**src/rtl/sk_pkg.sv**
```systemverilog
package sk_pkg;

  // Which table a hash unit feeds; selects the index function.
  typedef enum logic [1:0] {
    TBL_BIM  = 2'd0,
    TBL_G0   = 2'd1,
    TBL_G1   = 2'd2,
    TBL_META = 2'd3
  } sk_table_e;

  // Two-bit counter held as a direction bit and a confidence bit.
  typedef struct packed {
    logic pred;
    logic hyst;
  } sk_ctr_t;

  // Move a counter one step toward dir.
  function automatic sk_ctr_t ctr_train(sk_ctr_t c, logic dir);
    sk_ctr_t n;
    n = c;
    if (c.pred == dir)  n.hyst = 1'b1;
    else if (c.hyst)    n.hyst = 1'b0;
    else                n.pred = dir;
    return n;
  endfunction

  function automatic logic maj3(logic a, logic b, logic c);
    return (a & b) | (a & c) | (b & c);
  endfunction

endpackage

```
**src/rtl/sk_index_hash.sv**
```systemverilog
module sk_index_hash
  import sk_pkg::*;
#(
  parameter int        PC_W   = 32,
  parameter int        HIST_W = 12,
  parameter int        PC_LSB = 2,
  parameter int        IDX_W  = 6,
  parameter sk_table_e KIND   = TBL_BIM
) (
  input  logic [PC_W-1:0]   pc,
  input  logic [HIST_W-1:0] hist,
  output logic [IDX_W-1:0]  idx
);

  logic [IDX_W-1:0] pc_slice;
  logic [IDX_W-1:0] hfold;
  logic [IDX_W-1:0] hrot;
  logic [IDX_W-1:0] pc_rev;
  logic             unused_in;

  assign unused_in = ^{pc, hist};
  assign pc_slice  = pc[PC_LSB +: IDX_W];

  always_comb begin
    hfold = '0;
    for (int i = 0; i < HIST_W; i++) begin
      hfold[i % IDX_W] = hfold[i % IDX_W] ^ hist[i];
    end
  end

  always_comb begin
    for (int i = 0; i < IDX_W; i++) begin
      pc_rev[i] = pc_slice[IDX_W-1-i];
    end
  end

  assign hrot = {hfold[IDX_W-2:0], hfold[IDX_W-1]};

  generate
    if (KIND == TBL_BIM) begin : g_bim
      assign idx = pc_slice;
    end else if (KIND == TBL_G0) begin : g_g0
      assign idx = pc_slice ^ hfold;
    end else if (KIND == TBL_G1) begin : g_g1
      assign idx = pc_slice ^ hrot;
    end else begin : g_meta
      assign idx = pc_rev ^ hfold;
    end
  endgenerate

  initial begin
    if (IDX_W < 2) $error("sk_index_hash: IDX_W must be at least 2");
  end

endmodule

```
**src/rtl/sk_ctr_bank.sv**
```systemverilog
module sk_ctr_bank
  import sk_pkg::*;
#(
  parameter int IDX_W = 6
) (
  input  logic             clk,
  input  logic             rst_n,
  input  logic [IDX_W-1:0] rd_idx,
  output sk_ctr_t          rd_ctr,
  input  logic [IDX_W-1:0] upd_idx,
  output sk_ctr_t          upd_cur,
  input  logic             upd_en,
  input  logic             upd_dir
);

  localparam int DEPTH = 1 << IDX_W;

  // Direction bits and confidence bits kept in separate arrays.
  logic [DEPTH-1:0] pbits;
  logic [DEPTH-1:0] hbits;
  sk_ctr_t          nxt;

  assign rd_ctr  = '{pred: pbits[rd_idx],  hyst: hbits[rd_idx]};
  assign upd_cur = '{pred: pbits[upd_idx], hyst: hbits[upd_idx]};
  assign nxt     = ctr_train(upd_cur, upd_dir);

  always_ff @(posedge clk or negedge rst_n) begin
    if (!rst_n) begin
      pbits <= '0;
      hbits <= '0;
    end else if (upd_en) begin
      pbits[upd_idx] <= nxt.pred;
      hbits[upd_idx] <= nxt.hyst;
    end
  end

  // agreeing counter ends strong with its direction kept
  a_r5_strengthen: assert property (@(posedge clk) disable iff (!rst_n)
    upd_en && (upd_cur.pred == upd_dir)
    |=> hbits[$past(upd_idx)] && (pbits[$past(upd_idx)] == $past(upd_dir)));

  // strong disagreeing counter only loses confidence
  a_r5_weaken: assert property (@(posedge clk) disable iff (!rst_n)
    upd_en && (upd_cur.pred != upd_dir) && upd_cur.hyst
    |=> !hbits[$past(upd_idx)] && (pbits[$past(upd_idx)] == $past(upd_cur.pred)));

  // weak disagreeing counter flips direction and stays weak
  a_r5_flip: assert property (@(posedge clk) disable iff (!rst_n)
    upd_en && (upd_cur.pred != upd_dir) && !upd_cur.hyst
    |=> !hbits[$past(upd_idx)] && (pbits[$past(upd_idx)] == $past(upd_dir)));

endmodule

```
**src/rtl/skew_vote_predictor.sv**
```systemverilog
module skew_vote_predictor
  import sk_pkg::*;
#(
  parameter int PC_W       = 32,
  parameter int HIST_W     = 12,
  parameter int PC_LSB     = 2,
  parameter int BIM_IDX_W  = 6,
  parameter int GLB_IDX_W  = 6,
  parameter int META_IDX_W = 6
) (
  input  logic                  clk,
  input  logic                  rst_n,
  input  logic                  req_valid,
  output logic                  req_ready,
  input  logic [PC_W-1:0]       req_pc,
  input  logic [HIST_W-1:0]     req_hist,
  output logic                  rsp_valid,
  output logic                  rsp_taken,
  output logic                  rsp_use_vote,
  output logic                  rsp_bim_taken,
  output logic                  rsp_vote_taken,
  output logic [BIM_IDX_W-1:0]  rsp_bim_idx,
  output logic [GLB_IDX_W-1:0]  rsp_g0_idx,
  output logic [GLB_IDX_W-1:0]  rsp_g1_idx,
  output logic [META_IDX_W-1:0] rsp_meta_idx,
  input  logic                  upd_valid,
  output logic                  upd_ready,
  input  logic                  upd_taken,
  input  logic [BIM_IDX_W-1:0]  upd_bim_idx,
  input  logic [GLB_IDX_W-1:0]  upd_g0_idx,
  input  logic [GLB_IDX_W-1:0]  upd_g1_idx,
  input  logic [META_IDX_W-1:0] upd_meta_idx
);

  // ---------------- index generation ----------------
  logic [BIM_IDX_W-1:0]  l_bim_idx;
  logic [GLB_IDX_W-1:0]  l_g0_idx;
  logic [GLB_IDX_W-1:0]  l_g1_idx;
  logic [META_IDX_W-1:0] l_meta_idx;

  sk_index_hash #(.PC_W(PC_W), .HIST_W(HIST_W), .PC_LSB(PC_LSB),
                  .IDX_W(BIM_IDX_W), .KIND(TBL_BIM))
    u_hash_bim  (.pc(req_pc), .hist(req_hist), .idx(l_bim_idx));
  sk_index_hash #(.PC_W(PC_W), .HIST_W(HIST_W), .PC_LSB(PC_LSB),
                  .IDX_W(GLB_IDX_W), .KIND(TBL_G0))
    u_hash_g0   (.pc(req_pc), .hist(req_hist), .idx(l_g0_idx));
  sk_index_hash #(.PC_W(PC_W), .HIST_W(HIST_W), .PC_LSB(PC_LSB),
                  .IDX_W(GLB_IDX_W), .KIND(TBL_G1))
    u_hash_g1   (.pc(req_pc), .hist(req_hist), .idx(l_g1_idx));
  sk_index_hash #(.PC_W(PC_W), .HIST_W(HIST_W), .PC_LSB(PC_LSB),
                  .IDX_W(META_IDX_W), .KIND(TBL_META))
    u_hash_meta (.pc(req_pc), .hist(req_hist), .idx(l_meta_idx));

  // ---------------- update decision ----------------
  sk_ctr_t l_bim, l_g0, l_g1, l_meta;   // lookup reads
  sk_ctr_t u_bim, u_g0, u_g1, u_meta;   // reads at saved indices
  logic    u_vote, u_final, u_correct;
  logic    en_bim, en_g0, en_g1, en_meta, dir_meta;

  assign u_vote    = maj3(u_bim.pred, u_g0.pred, u_g1.pred);
  assign u_final   = u_meta.pred ? u_vote : u_bim.pred;
  assign u_correct = (u_final == upd_taken);

  // Correct: train only agreeing voters. Wrong: train all voters.
  assign en_bim   = upd_valid && (!u_correct || (u_bim.pred == upd_taken));
  assign en_g0    = upd_valid && (!u_correct || (u_g0.pred  == upd_taken));
  assign en_g1    = upd_valid && (!u_correct || (u_g1.pred  == upd_taken));
  // Chooser trains only when its two candidates disagree.
  assign en_meta  = upd_valid && (u_bim.pred != u_vote);
  assign dir_meta = (u_vote == upd_taken);

  // ---------------- counter tables ----------------
  sk_ctr_bank #(.IDX_W(BIM_IDX_W)) u_bank_bim (
    .clk(clk), .rst_n(rst_n), .rd_idx(l_bim_idx), .rd_ctr(l_bim),
    .upd_idx(upd_bim_idx), .upd_cur(u_bim), .upd_en(en_bim), .upd_dir(upd_taken));
  sk_ctr_bank #(.IDX_W(GLB_IDX_W)) u_bank_g0 (
    .clk(clk), .rst_n(rst_n), .rd_idx(l_g0_idx), .rd_ctr(l_g0),
    .upd_idx(upd_g0_idx), .upd_cur(u_g0), .upd_en(en_g0), .upd_dir(upd_taken));
  sk_ctr_bank #(.IDX_W(GLB_IDX_W)) u_bank_g1 (
    .clk(clk), .rst_n(rst_n), .rd_idx(l_g1_idx), .rd_ctr(l_g1),
    .upd_idx(upd_g1_idx), .upd_cur(u_g1), .upd_en(en_g1), .upd_dir(upd_taken));
  sk_ctr_bank #(.IDX_W(META_IDX_W)) u_bank_meta (
    .clk(clk), .rst_n(rst_n), .rd_idx(l_meta_idx), .rd_ctr(l_meta),
    .upd_idx(upd_meta_idx), .upd_cur(u_meta), .upd_en(en_meta), .upd_dir(dir_meta));

  // ---------------- lookup handshake and response ----------------
  logic req_fire;
  logic l_vote;

  assign upd_ready = 1'b1;
  assign req_ready = !upd_valid;
  assign req_fire  = req_valid && req_ready;
  assign l_vote    = maj3(l_bim.pred, l_g0.pred, l_g1.pred);

  always_ff @(posedge clk or negedge rst_n) begin
    if (!rst_n) begin
      rsp_valid      <= 1'b0;
      rsp_taken      <= 1'b0;
      rsp_use_vote   <= 1'b0;
      rsp_bim_taken  <= 1'b0;
      rsp_vote_taken <= 1'b0;
      rsp_bim_idx    <= '0;
      rsp_g0_idx     <= '0;
      rsp_g1_idx     <= '0;
      rsp_meta_idx   <= '0;
    end else begin
      rsp_valid <= req_fire;
      if (req_fire) begin
        rsp_taken      <= l_meta.pred ? l_vote : l_bim.pred;
        rsp_use_vote   <= l_meta.pred;
        rsp_bim_taken  <= l_bim.pred;
        rsp_vote_taken <= l_vote;
        rsp_bim_idx    <= l_bim_idx;
        rsp_g0_idx     <= l_g0_idx;
        rsp_g1_idx     <= l_g1_idx;
        rsp_meta_idx   <= l_meta_idx;
      end
    end
  end

  // a response only follows an accepted request
  a_r1_rsp_after_fire: assert property (@(posedge clk) disable iff (!rst_n)
    rsp_valid |-> $past(req_valid && !upd_valid));

  // an accepted request always produces a response
  a_r1_fire_gives_rsp: assert property (@(posedge clk) disable iff (!rst_n)
    req_valid && !upd_valid |=> rsp_valid);

endmodule

```
**config.mk**
```make
export PLATFORM = sky130hd
export DESIGN_NAME = skew_vote_predictor
export DESIGN_NICKNAME = d
export VERILOG_FILES = /design/src/rtl/sk_pkg.sv /design/src/rtl/sk_index_hash.sv /design/src/rtl/sk_ctr_bank.sv /design/src/rtl/skew_vote_predictor.sv
export SDC_FILE = /design/constraint.sdc
export NUM_CORES = 1
export LEC_CHECK = 0
export BUFFER_PORTS_ARGS = -buffer_cell sky130_fd_sc_hd__buf_2
export CAP_MARGIN = 20
export CELL_PAD_IN_SITES_DETAIL_PLACEMENT = 1
export CELL_PAD_IN_SITES_GLOBAL_PLACEMENT = 1
export CORE_UTILIZATION = 55
export CTS_BUF_LIST = sky130_fd_sc_hd__clkbuf_16
export DETAILED_ROUTE_END_ITERATION = 8
export GPL_TIMING_DRIVEN = 0
export PLACE_DENSITY = 0.87
export SLEW_MARGIN = 5
export SYNTH_ARGS = -nofsm -noshare
export SYNTH_HDL_FRONTEND = slang
export SYNTH_SLANG_ARGS = --single-unit
```
**constraint.sdc**
```tcl
create_clock -name clk -period 5.01 [get_ports clk]
set_input_delay 1.002 -clock clk [delete_from_list [all_inputs] [get_ports clk]]
set_output_delay 1.002 -clock clk [all_outputs]
set_load 0.03 [all_outputs]
```
After elaboration in Yosys (flattened, before gate mapping)
Cells that the tools add are included.
- register bits: 541
- latch bits: 0
- bits in writable memories: 0
- memory bits (read-only): 0
- output and inout bits: 31
- logic and storage cells: 123
- memories kept: 0
- $add $sub $neg: 0
- $mul: 0
- divide/modulo/power cells: 0
- order comparisons: 12
- equality and inequality tests: 7
- shift operators: 0
- muxes and demuxes: 54
- bitwise logic cells: 19
- reductions and logical operators: 14
- operators by type and width (operator ; number):
    64-bit bitwise mux ; 8
    1-bit binary-select mux with 6-bit select ; 12
    6-bit by 7-bit < comparator with 1-bit output (second input constant) ; 8
    1-bit two-way mux ; 30
    1-bit demux with 6-bit select ; 4
    6-bit by 1-bit greater-or-equal comparator with 1-bit output (second input constant) ; 4
    6-bit bitwise XOR ; 3
    1-bit logical AND ; 9
    1-bit bitwise AND ; 6
    1-bit == test ; 6
    1-bit bitwise XOR ; 6
    1-bit bitwise OR ; 4
    1-bit logical OR ; 3
    1-bit logical NOT ; 2
    1-bit != test ; 1

Longest topological paths before layout
Gate-level depths: netlist (run 1).
- depth in word-level cells: 10
- gate-level depth with buffers: 15
- mapped depth without buffers: 9

By module
Synthesis (run 1) repeated with hierarchy kept, for this count alone.
- cell total of the unflattened synthesis: 2934
- area total of the unflattened synthesis: 29933.7 um^2
- modules (own cells, without submodules) (module ; instances ; cells each ; area an instance (um^2) ; sequential area each (um^2)):
    sk_ctr_bank (u_bank_bim ...) ; 3 ; 696 ; 7086.8 ; 3203.1
    sk_ctr_bank (u_bank_meta) ; 1 ; 676 ; 6959.2 ; 3203.1
    skew_vote_predictor ; 1 ; 146 ; 1241.2 ; 725.7
    sk_index_hash (u_hash_g0 ...) ; 3 ; 6 ; 142.6 ; 0.0
    sk_index_hash (u_hash_bim) ; 1 ; 6 ; 45.0 ; 0.0

Worst setup path after synthesis (run 1)
OpenSTA, ideal clock, no wires.
- kind: input to register
- start: in upd_g1_idx[2]
- end: reg u_bank_g0.hbits[50]
- setup time: 0.125 ns
- arrival: 3.927 ns
- required time: 4.885 ns
- slack: 0.958 ns
- stages on the path: 13
- path buffers: 4
- cell sequence: buf_2 -> buf_6 -> and2_1 -> mux4_2 -> o2111ai_1 -> o2111ai_1 -> or3_1 -> o2111ai_1 -> o31a_1 -> buf_2 -> buf_4 -> and3_1 -> mux2_2
- longest elaborated chain between the ends: 10
- elaborated cells between the ends (all ways): 11
- classes of those cells: 1 x eq/ne; 3 x mux; 4 x bitwise; 3 x reduce/logical
- RTL lines (element ; line ; text):
    start, declared ; skew_vote_predictor.sv:31 ; input logic [GLB_IDX_W-1:0] upd_g1_idx,
    1-bit binary-select mux with 6-bit select * ; sk_ctr_bank.sv:24 ; assign upd_cur = '{pred: pbits[upd_idx], hyst: hbits[upd_idx]};
    1-bit two-way mux (implied by the code) * ; sk_ctr_bank.sv:24 ;
    1-bit bitwise AND ; sk_pkg.sv:28 ; return (a & b) | (a & c) | (b & c);
    1-bit bitwise OR ; sk_pkg.sv:28 ;
    1-bit bitwise OR * ; sk_pkg.sv:28 ;
    1-bit two-way mux * ; skew_vote_predictor.sv:61 ; assign u_final = u_meta.pred ? u_vote : u_bim.pred;
    1-bit == test * ; skew_vote_predictor.sv:62 ; assign u_correct = (u_final == upd_taken);
    1-bit logical NOT * ; skew_vote_predictor.sv:66 ; assign en_g0 = upd_valid && (!u_correct || (u_g0.pred == upd_taken));
    1-bit logical OR * ; skew_vote_predictor.sv:66 ;
    1-bit logical AND * ; skew_vote_predictor.sv:66 ;
    end signal, assigned by index ; sk_ctr_bank.sv:33 ; hbits[upd_idx] <= nxt.hyst;
    end, declared ; sk_ctr_bank.sv:20 ; logic [DEPTH-1:0] hbits;
Mark *: on every way between the ends. The rest lies on a longest branch, timed or not. The select of a mux whose other input is x is not followed.
A chain may end at the register's enable or synchronous reset.

Worst setup path in the final report (run 1)
- start: in upd_g1_idx[2]
- end: reg u_bank_bim.pbits[43]
- longest elaborated chain between the ends: 10
- elaborated cells between the ends (all ways): 11
- classes of those cells: 1 x eq/ne; 3 x mux; 4 x bitwise; 3 x reduce/logical
- RTL lines (element ; line ; text):
    1-bit binary-select mux with 6-bit select * ; sk_ctr_bank.sv:24 ;
    1-bit two-way mux (implied by the code) * ; sk_ctr_bank.sv:24 ;
    1-bit bitwise AND ; sk_pkg.sv:28 ;
    1-bit bitwise OR ; sk_pkg.sv:28 ;
    1-bit bitwise OR * ; sk_pkg.sv:28 ;
    1-bit two-way mux * ; skew_vote_predictor.sv:61 ;
    1-bit == test * ; skew_vote_predictor.sv:62 ;
    1-bit logical NOT * ; skew_vote_predictor.sv:65 ; assign en_bim = upd_valid && (!u_correct || (u_bim.pred == upd_taken));
    1-bit logical OR * ; skew_vote_predictor.sv:65 ;
    1-bit logical AND * ; skew_vote_predictor.sv:65 ;
    end signal, assigned by index ; sk_ctr_bank.sv:32 ; pbits[upd_idx] <= nxt.pred;
    end, declared ; sk_ctr_bank.sv:19 ; logic [DEPTH-1:0] pbits;
Marked as above.

==> results of run 1 <==
## cell type report
type,count,share of cell area [%]
well taps,688,2.64
repair buffers,70,1.48
plain buffers,241,3.31
diodes,2,0.0153
clock inverters,47,1.36
flip-flops and latches,539,41.3
clock buffers,59,4.52
inverters,37,0.425
multi-input cells,1787,45.0
## cell usage after synthesis (35+ instances only)
| library cell | n | area [um^2] |
|---|---|---|
| a21oi_1 | 127 | 636 |
| a22o_1 | 62 | 543 |
| a22oi_1 | 69 | 518 |
| a31oi_1 | 119 | 744 |
| buf_2 | 46 | 230 |
| clkbuf_1 | 161 | 604 |
| dfrtp_1 | 539 | 13500 |
| inv_1 | 35 | 131 |
| mux2_2 | 351 | 3950 |
| mux2i_1 | 85 | 851 |
| mux4_2 | 98 | 2210 |
| nand2_1 | 143 | 537 |
| nand3_1 | 185 | 926 |
| nor2_1 | 108 | 405 |
| nor3_1 | 65 | 325 |
| o21ai_0 | 36 | 180 |
## routing by layer
| layer | vias up | global-route usage (%) |
|---|---|---|
| met5 | - | 0 |
| met4 | 8 | 23.1 |
| met3 | 546 | 10.6 |
| met2 | 1868 | 65.0 |
| met1 | 13200 | 53.6 |
| li1 | 10100 | - |
## per-stage QoR
stage | util, % | setup slack, ns | hold slack, ns
6_report | 62.0 | -0.0218 | 0.233
4_1_cts | 61.9 | 0.00115 | 0.239
3_5_place_dp | 58.3 | -0.858 | 0.478
2_1_floorplan | - | 0.958 | 0.474
3_3_place_gp | 57.9 | -7.83 | 0.458
5_1_grt | 62.0 | -0.0794 | 0.256
## worst max path at each step
stage / startpoint / end / slack (ns) / cells after the start
global route: upd_g1_idx[2] / u_bank_bim.pbits[31] / -0.08 / 14
CTS: upd_g0_idx[2] / u_bank_meta.pbits[15] / 0.001 / 15
floorplan: upd_g1_idx[2] / u_bank_g0.hbits[50] / 0.96 / 13
global placement: rst_n / u_bank_g1.hbits[43] / -7.83 / 1
detailed placement: upd_g0_idx[2] / u_bank_g0.pbits[45] / -0.86 / 12
finish: upd_g1_idx[2] / u_bank_bim.pbits[43] / -0.02 / 14
## power by group through the flow
stage | registers (mW) | logic, mW | clock network [mW]
after global placement | 5.51 | 2.59 | 0
after detailed placement | 5.58 | 2.76 | 0
after floorplan | 5.42 | 1.78 | 0
after CTS | 5.52 | 2.80 | 4.50
final | 5.56 | 2.89 | 4.50
after global routing | 5.60 | 3.02 | 4.65
## cell usage in the layout (no fill, tap or decap), drive strengths merged, types with 37 or more instances in the layout
cell type / count
o21ai: 37
nand3: 185
a22o: 62
a22oi: 69
clkbuf: 221
a21oi: 127
buf: 146
dfrtp: 539
nor3: 66
inv: 46
mux2: 354
nand2: 143
mux4: 98
a31oi: 119
nor2: 108
mux2i: 86
## sequential cells by signal (all words and copies together), names as in the netlist
register and flops:
rsp_bim_idx 6, rsp_bim_taken 1, rsp_g0_idx 6, rsp_g1_idx 6, rsp_meta_idx 4, rsp_taken 1, rsp_use_vote 1, rsp_valid 1
rsp_vote_taken 1, u_bank_bim.hbits 64, u_bank_bim.pbits 64, u_bank_g0.hbits 64, u_bank_g0.pbits 64, u_bank_g1.hbits 64, u_bank_g1.pbits 64, u_bank_meta.hbits 64
u_bank_meta.pbits 64
## logic make-up (layout without fill, tap and decap cells)
family | Yosys count | after routing | share of synthesized area [%]
simple gates | 651 | 651 | 11.0
compound gates | 567 | 567 | 13.5
flops | 539 | 539 | 46.0
mux | 538 | 538 | 24.1
buf+inv | 278 | 454 | 4.10
xor+xnor | 29 | 29 | 1.27
fa+ha+maj | 1 | 1 | 0.0341
other cells | 1 | 3 | 0.0128
==> metrics.md, run 1 <==
| Metric | Value |
|---|---|
| Status | complete, but fails checks |
| Failing checks | setup timing |
| Initial antenna violation count | 6 |
| Worst Path Buf+Inv | 6 |
| Synth Warn # | 0 |
| Row Count | 84 |
| Clk buf depth | 3 |
| Startpoint Class | input port |
| Non-filler cells, final | 3470 |
| Post-CTS Resized | 5 |
| IO buf count | 60 |
| Die area | 54300 um^2 |
| Part of the power in registers | 42.9% |
| Seq/Total Area, Yosys | 46.0% |
| CTS clk-pin slew, worst paths | 0.06 ns |
| CTS tree | built |
| Hold Fails Final Rpt | 0 |
| CP endpoint kind | register |
| Syn Nets | 2677 |
| Critical Path AT | 5.56 ns |
| Post-placement cell count | 3360 |
| Finished Cell Area | 32700 um^2 |
| FFs w/ async S/R, synth | 100% |
| Routability Congestion | 0.962 |
| Met2 wire len | 51200 um |
| Vias post-DR | 25800 |
| Highest Signal Layer | met5 |
| Layout Area Growth over Synthesis | 11.4% |
| Power share of the clock group | 34.8% |
| Core Area | 52700 um^2 |
| Final clock skew | 0.0218 ns |
| Vias in the first global route | 27200 |
| Pleak | 14.3 nW |
| Root Buffer | clkbuf_16 |
| Cell repeated most along the worst path | buf_2 |
| RR Endpoint | u_bank_bim.pbits[43] |
| Max Transition Viols Final | 0 |
| RR Startpoint | u_bank_g1.pbits[38] |
| Cell chain of the critical path | buf_2 > buf_2 > buf_6 > buf_2 > mux4_2 > o211ai_1 > o2111ai_1 > nor3_2 > or4_1 > a21o_1 > clkbuf_1 > clkbuf_1 > nand2_1 > a22o_1 |
| Layout Nets | 2806 |
| Worst R2R Path Depth | 11 |
| Reg2Reg Setup Slack | 0.56 ns |
| Prevailing post-synth register cell | dfrtp_1 |
| EDFF count, synth | 0 |
| First-pass GRT wire length | 170000 um |
| Hold Buf Count CTS | 0 |
| Final min period | 5.03 ns |
| IO Pins | 104 |
| GRT overflow | 0 |
| Fraction of layout cells with a size suffix above 1 | 25.4% |
| Maxcap violations | 0 |
| Synthesized instance count | 2604 |
| Clk_lat worst skew | 0.65 ns |
| H-Tree Level Count | 2 |
| Crit share post-route | 100% |
| Fmax | 199 MHz |
| Gr usage total | 41.9% |
| RSZ-0062 raised after global routing | true |
| Cell internal pwr | 8.72 mW |
| Post-route ant nets | 0 |
| Initial Utilization | 55.7% |
| Detailed Route WL | 112000 um |
| Setup CP Type | in -> reg |
| Slew of the pin with the lowest slew margin | 1.35 ns |
| Via density | 7.42 |
| Tot Pwr | 12.9 mW |
| Relative slew slack | 9.99% |
| Logic pwr share | 22.3% |
| Post-synth cell types | 88 |
| CTS Sinks | 539 |
| Worst hold-check path type | in -> async |
| Syn avg cell area | 11.3 um^2 |
| #FFs+latches synth | 539 |
| Final worst slack | -0.0218 ns |
| FF+latch area | 13500 um^2 |
| Die H | 233 um |
| DRT iter0 DRCs | 3573 |
| Critical Path RT | 5.54 ns |
| Crit-path slowest cell | nor3_2 |
| Crit path max-delay family | buffers and inverters |
| Mapped cell area | 29300 um^2 |
| Switching pwr | 4.23 mW |
| Final HPWL from detailed placement | 76700 um |
| Setup Viol. Count Final | 2 |
| Pin count of the biggest net entering global routing | 120 |
| Fill cells | 5471 |
| Cts bufs inserted | 57 |
| DP Area | 30700 um^2 |
| Worst-path fanout max | 10 |
| M1 WL | 41700 um |
| First-pass detailed-route iteration total | 6 |
| Final TNS setup | -0.0259 ns |
| DRC viols | 0 |
| Area occupied by multi-input gates | 14700 um^2 |
| Worst VDD drop | 329 uV |
| Setup Fix Bufs, Post-CTS | 0 |
| Sw Ratio | 32.7% |
| Pwr Density | 396 nW/um^2 |
| Routed wl met3 | 12400 um |
| Die W | 233 um |
| Wire length per cell | 32.3 um |
| Max stage delay on crit path | 0.73 ns |
Note: power is estimated with default switching activity, not from simulation.
==> inputs of run 2 (changes only) <==
--- a/config.mk
+++ b/config.mk
@@ -14,6 +14,7 @@
 export DETAILED_ROUTE_END_ITERATION = 8
 export GPL_TIMING_DRIVEN = 0
 export PLACE_DENSITY = 0.87
+export SETUP_SLACK_MARGIN = 0.5
 export SLEW_MARGIN = 5
 export SYNTH_ARGS = -nofsm -noshare
 export SYNTH_HDL_FRONTEND = slang
==> metrics.md, run 2 (same netlist as run 1, synthesis figures left out) <==
| Metric | Value |
|---|---|
| Status | finished, final reports clean (was complete, but fails checks) |
| Vias post-DR | 25900 (was 25800) |
| Clk buf depth | 3 (unchanged) |
| Met1 Usage GRT | 53.2% (was 53.6%) |
| Critical Path RT | 5.59 ns (was 5.54 ns) |
| Worst VDD drop | 329 uV (about the same) |
| Final TNS setup | 0 ns (was -0.0259 ns) |
| Cell chain of the critical path | buf_2 > buf_2 > buf_6 > buf_2 > and2_1 > clkbuf_1 > a221oi_1 > a31oi_1 > a21oi_1 > mux4_2 > mux2i_4 > clkbuf_1 > mux2_2 (was buf_2 > buf_2 > buf_6 > buf_2 > mux4_2 > o211ai_1 > o2111ai_1 > nor3_2 > or4_1 > a21o_1 > clkbuf_1 > clkbuf_1 > nand2_1 > a22o_1) |
| Detailed Route WL | 113000 um (was 112000 um) |
| Cell repeated most along the worst path | buf_2 (unchanged) |
| Final clock skew | 0.0210 ns (was 0.0218 ns) |
| Crit-path slowest cell | clkbuf_1 (was nor3_2) |
| First-pass detailed-route iteration total | 6 (unchanged) |
| Max Transition Viols Final | 0 (unchanged) |
| IO buf count | 60 (unchanged) |
| Layout Area Growth over Synthesis | 12.1% (was 11.4%) |
| Pwr Density | 395 nW/um^2 (was 396 nW/um^2) |
| Most frequent cells in the layout | 539 x dfrtp_1, 351 x mux2_2, 185 x nand3_1 (unchanged) |
| Die H | 233 um (unchanged) |
| Max stage delay on crit path | 0.56 ns (was 0.73 ns) |
| Post-placement cell count | 3360 (unchanged) |
| Core Area | 52700 um^2 (unchanged) |
| Cts bufs inserted | 57 (unchanged) |
| CP endpoint kind | register (unchanged) |
| Wire length per cell | 32.5 um (was 32.3 um) |
| Initial antenna violation count | 3 (was 6) |
| Relative slew slack | 17.3% (was 9.99%) |
| Final HPWL from detailed placement | 76700 um (unchanged) |
| Gr busiest metal | met2 (unchanged) |
| CTS Sinks | 539 (unchanged) |
| Final design utilization | 62.5% (was 62.0%) |
| Vias in the first global route | 27300 (was 27200) |
| Row Count | 84 (unchanged) |
| Via density | 7.44 (was 7.42) |
| GRT overflow | 0 (unchanged) |
| Pleak | 14.5 nW (was 14.3 nW) |
| Non-filler cells, final | 3475 (was 3470) |
| Layout Nets | 2812 (was 2806) |
| Tot Pwr | 13.0 mW (was 12.9 mW) |
| CTS tree | built (unchanged) |
| Clk_lat worst skew | 0.65 ns (about the same) |
| Fill cells | 5448 (was 5471) |
| Critical Path AT | 5.15 ns (was 5.56 ns) |
| DP Area | 30700 um^2 (unchanged) |
| Worst hold-check path type | in -> async (unchanged) |
| Root Buffer | clkbuf_16 (unchanged) |
| Fmax | 219 MHz (was 199 MHz) |
| IO Pins | 104 (unchanged) |
| FF+latch area | 13500 um^2 (unchanged) |
| DRT iter0 DRCs | 3372 (was 3573) |
| Final min period | 4.57 ns (was 5.03 ns) |
| Post-route ant nets | 0 (unchanged) |
| Dpl ws | -0.858 ns (unchanged) |
| Gr usage total | 42.0% (was 41.9%) |
| Maxcap violations | 0 (unchanged) |
| Die W | 233 um (unchanged) |
| Hold WS | 0.234 ns (was 0.233 ns) |
| Worst-path fanout max | 10 (unchanged) |
| First-pass GRT wire length | 171000 um (was 170000 um) |
| GR Layer Usage met3 | 11.9% (was 10.6%) |
| Fraction of layout cells with a size suffix above 1 | 27.0% (was 25.4%) |
| Commonest non-fill, non-tap cell in the layout | dfrtp_1 (unchanged) |
| H-Tree Level Count | 2 (unchanged) |
| Pin count of the biggest net entering global routing | 120 (unchanged) |
| CTS clk-pin slew, worst paths | 0.06 ns (about the same) |
| Slew of the pin with the lowest slew margin | 1.23 ns (was 1.35 ns) |
| Crit share post-route | 91.3% (was 100%) |
| Setup CP Type | in -> reg (unchanged) |
| Startpoint Class | input port (unchanged) |
| Area occupied by multi-input gates | 14800 um^2 (was 14700 um^2) |
| Initial Utilization | 55.7% (unchanged) |
| Routability Congestion | 0.962 (unchanged) |
| Global routing usage on met2 | 65.2% (was 65.0%) |
| Die area | 54300 um^2 (unchanged) |
| Setup Viol. Count Final | 0 (was 2) |
| Final worst slack | 0.435 ns (was -0.0218 ns) |
| RSZ-0062 raised after global routing | false (was true) |
| Hold Fails Final Rpt | 0 (unchanged) |
| Finished Cell Area | 32900 um^2 (was 32700 um^2) |
| DRC viols | 0 (unchanged) |
[run 2: cell types whose count changed in the layout (fill, tap and decap cells not counted), sizes merged]
| cell | previous run | this run |
|---|---|---|
| clkbuf | 221 | 222 |
| diode | 2 | 1 |
| clkdlybuf4s15 | 1 | 3 |
| buf | 146 | 149 |
[run 2: final timing paths]
kind                                       start                  end  depth (start not counted)  slack, ns
max                                upd_g1_idx[2]  u_bank_g1.pbits[39]                         13       0.44
min                                        rst_n  u_bank_g0.hbits[62]                          1       0.23
max reg2reg                u_bank_meta.pbits[19]   u_bank_g0.hbits[3]                         12       0.94
min reg2reg                       rsp_bim_idx[2]       rsp_bim_idx[2]                          2       0.49
max in group asynchronous                  rst_n  u_bank_g1.pbits[42]                          4       2.97
min in group clk                  rsp_bim_idx[2]       rsp_bim_idx[2]                          2       0.49
[run 2: cell type report]
cell class / count / share of cell area (%)
antenna: 1 / 0.00761
buffer: 241 / 3.47
clock buffer: 59 / 4.49
clock inverter: 47 / 1.35
inverter: 37 / 0.422
multi-input combinational: 1787 / 45.0
sequential: 539 / 41.0
tap: 688 / 2.62
timing repair buffer: 76 / 1.62
[run 2: report_power, final]
group          leakage (nW)  switching, mW  internal, mW
Sequential             7.13          0.564          5.00
Combinational          6.41           1.77          1.16
Clock                 0.970           1.93          2.58
[run 2: what timing repair did]
action	CTS	global route
gates resized for setup	33	66
hold buffers	0	0
pin swaps	0	2
endpoints found under the setup margin	459	379
buffers inserted	0	5
[run 2: metal layers]
layer / wire (um) / part of all wire (%)
met5: 23 / 0.020
met4: 6800 / 6.0
met2: 51800 / 46
met3: 12300 / 11
met1: 42000 / 37
[run 2: worst max-delay path: cells and delay by family]
family	cells	cell delay, ns
buffers and inverters	6	1.97
and+or+nand+nor	1	0.22
muxes	3	1.32
AOI/OAI and AO/OA	3	0.60
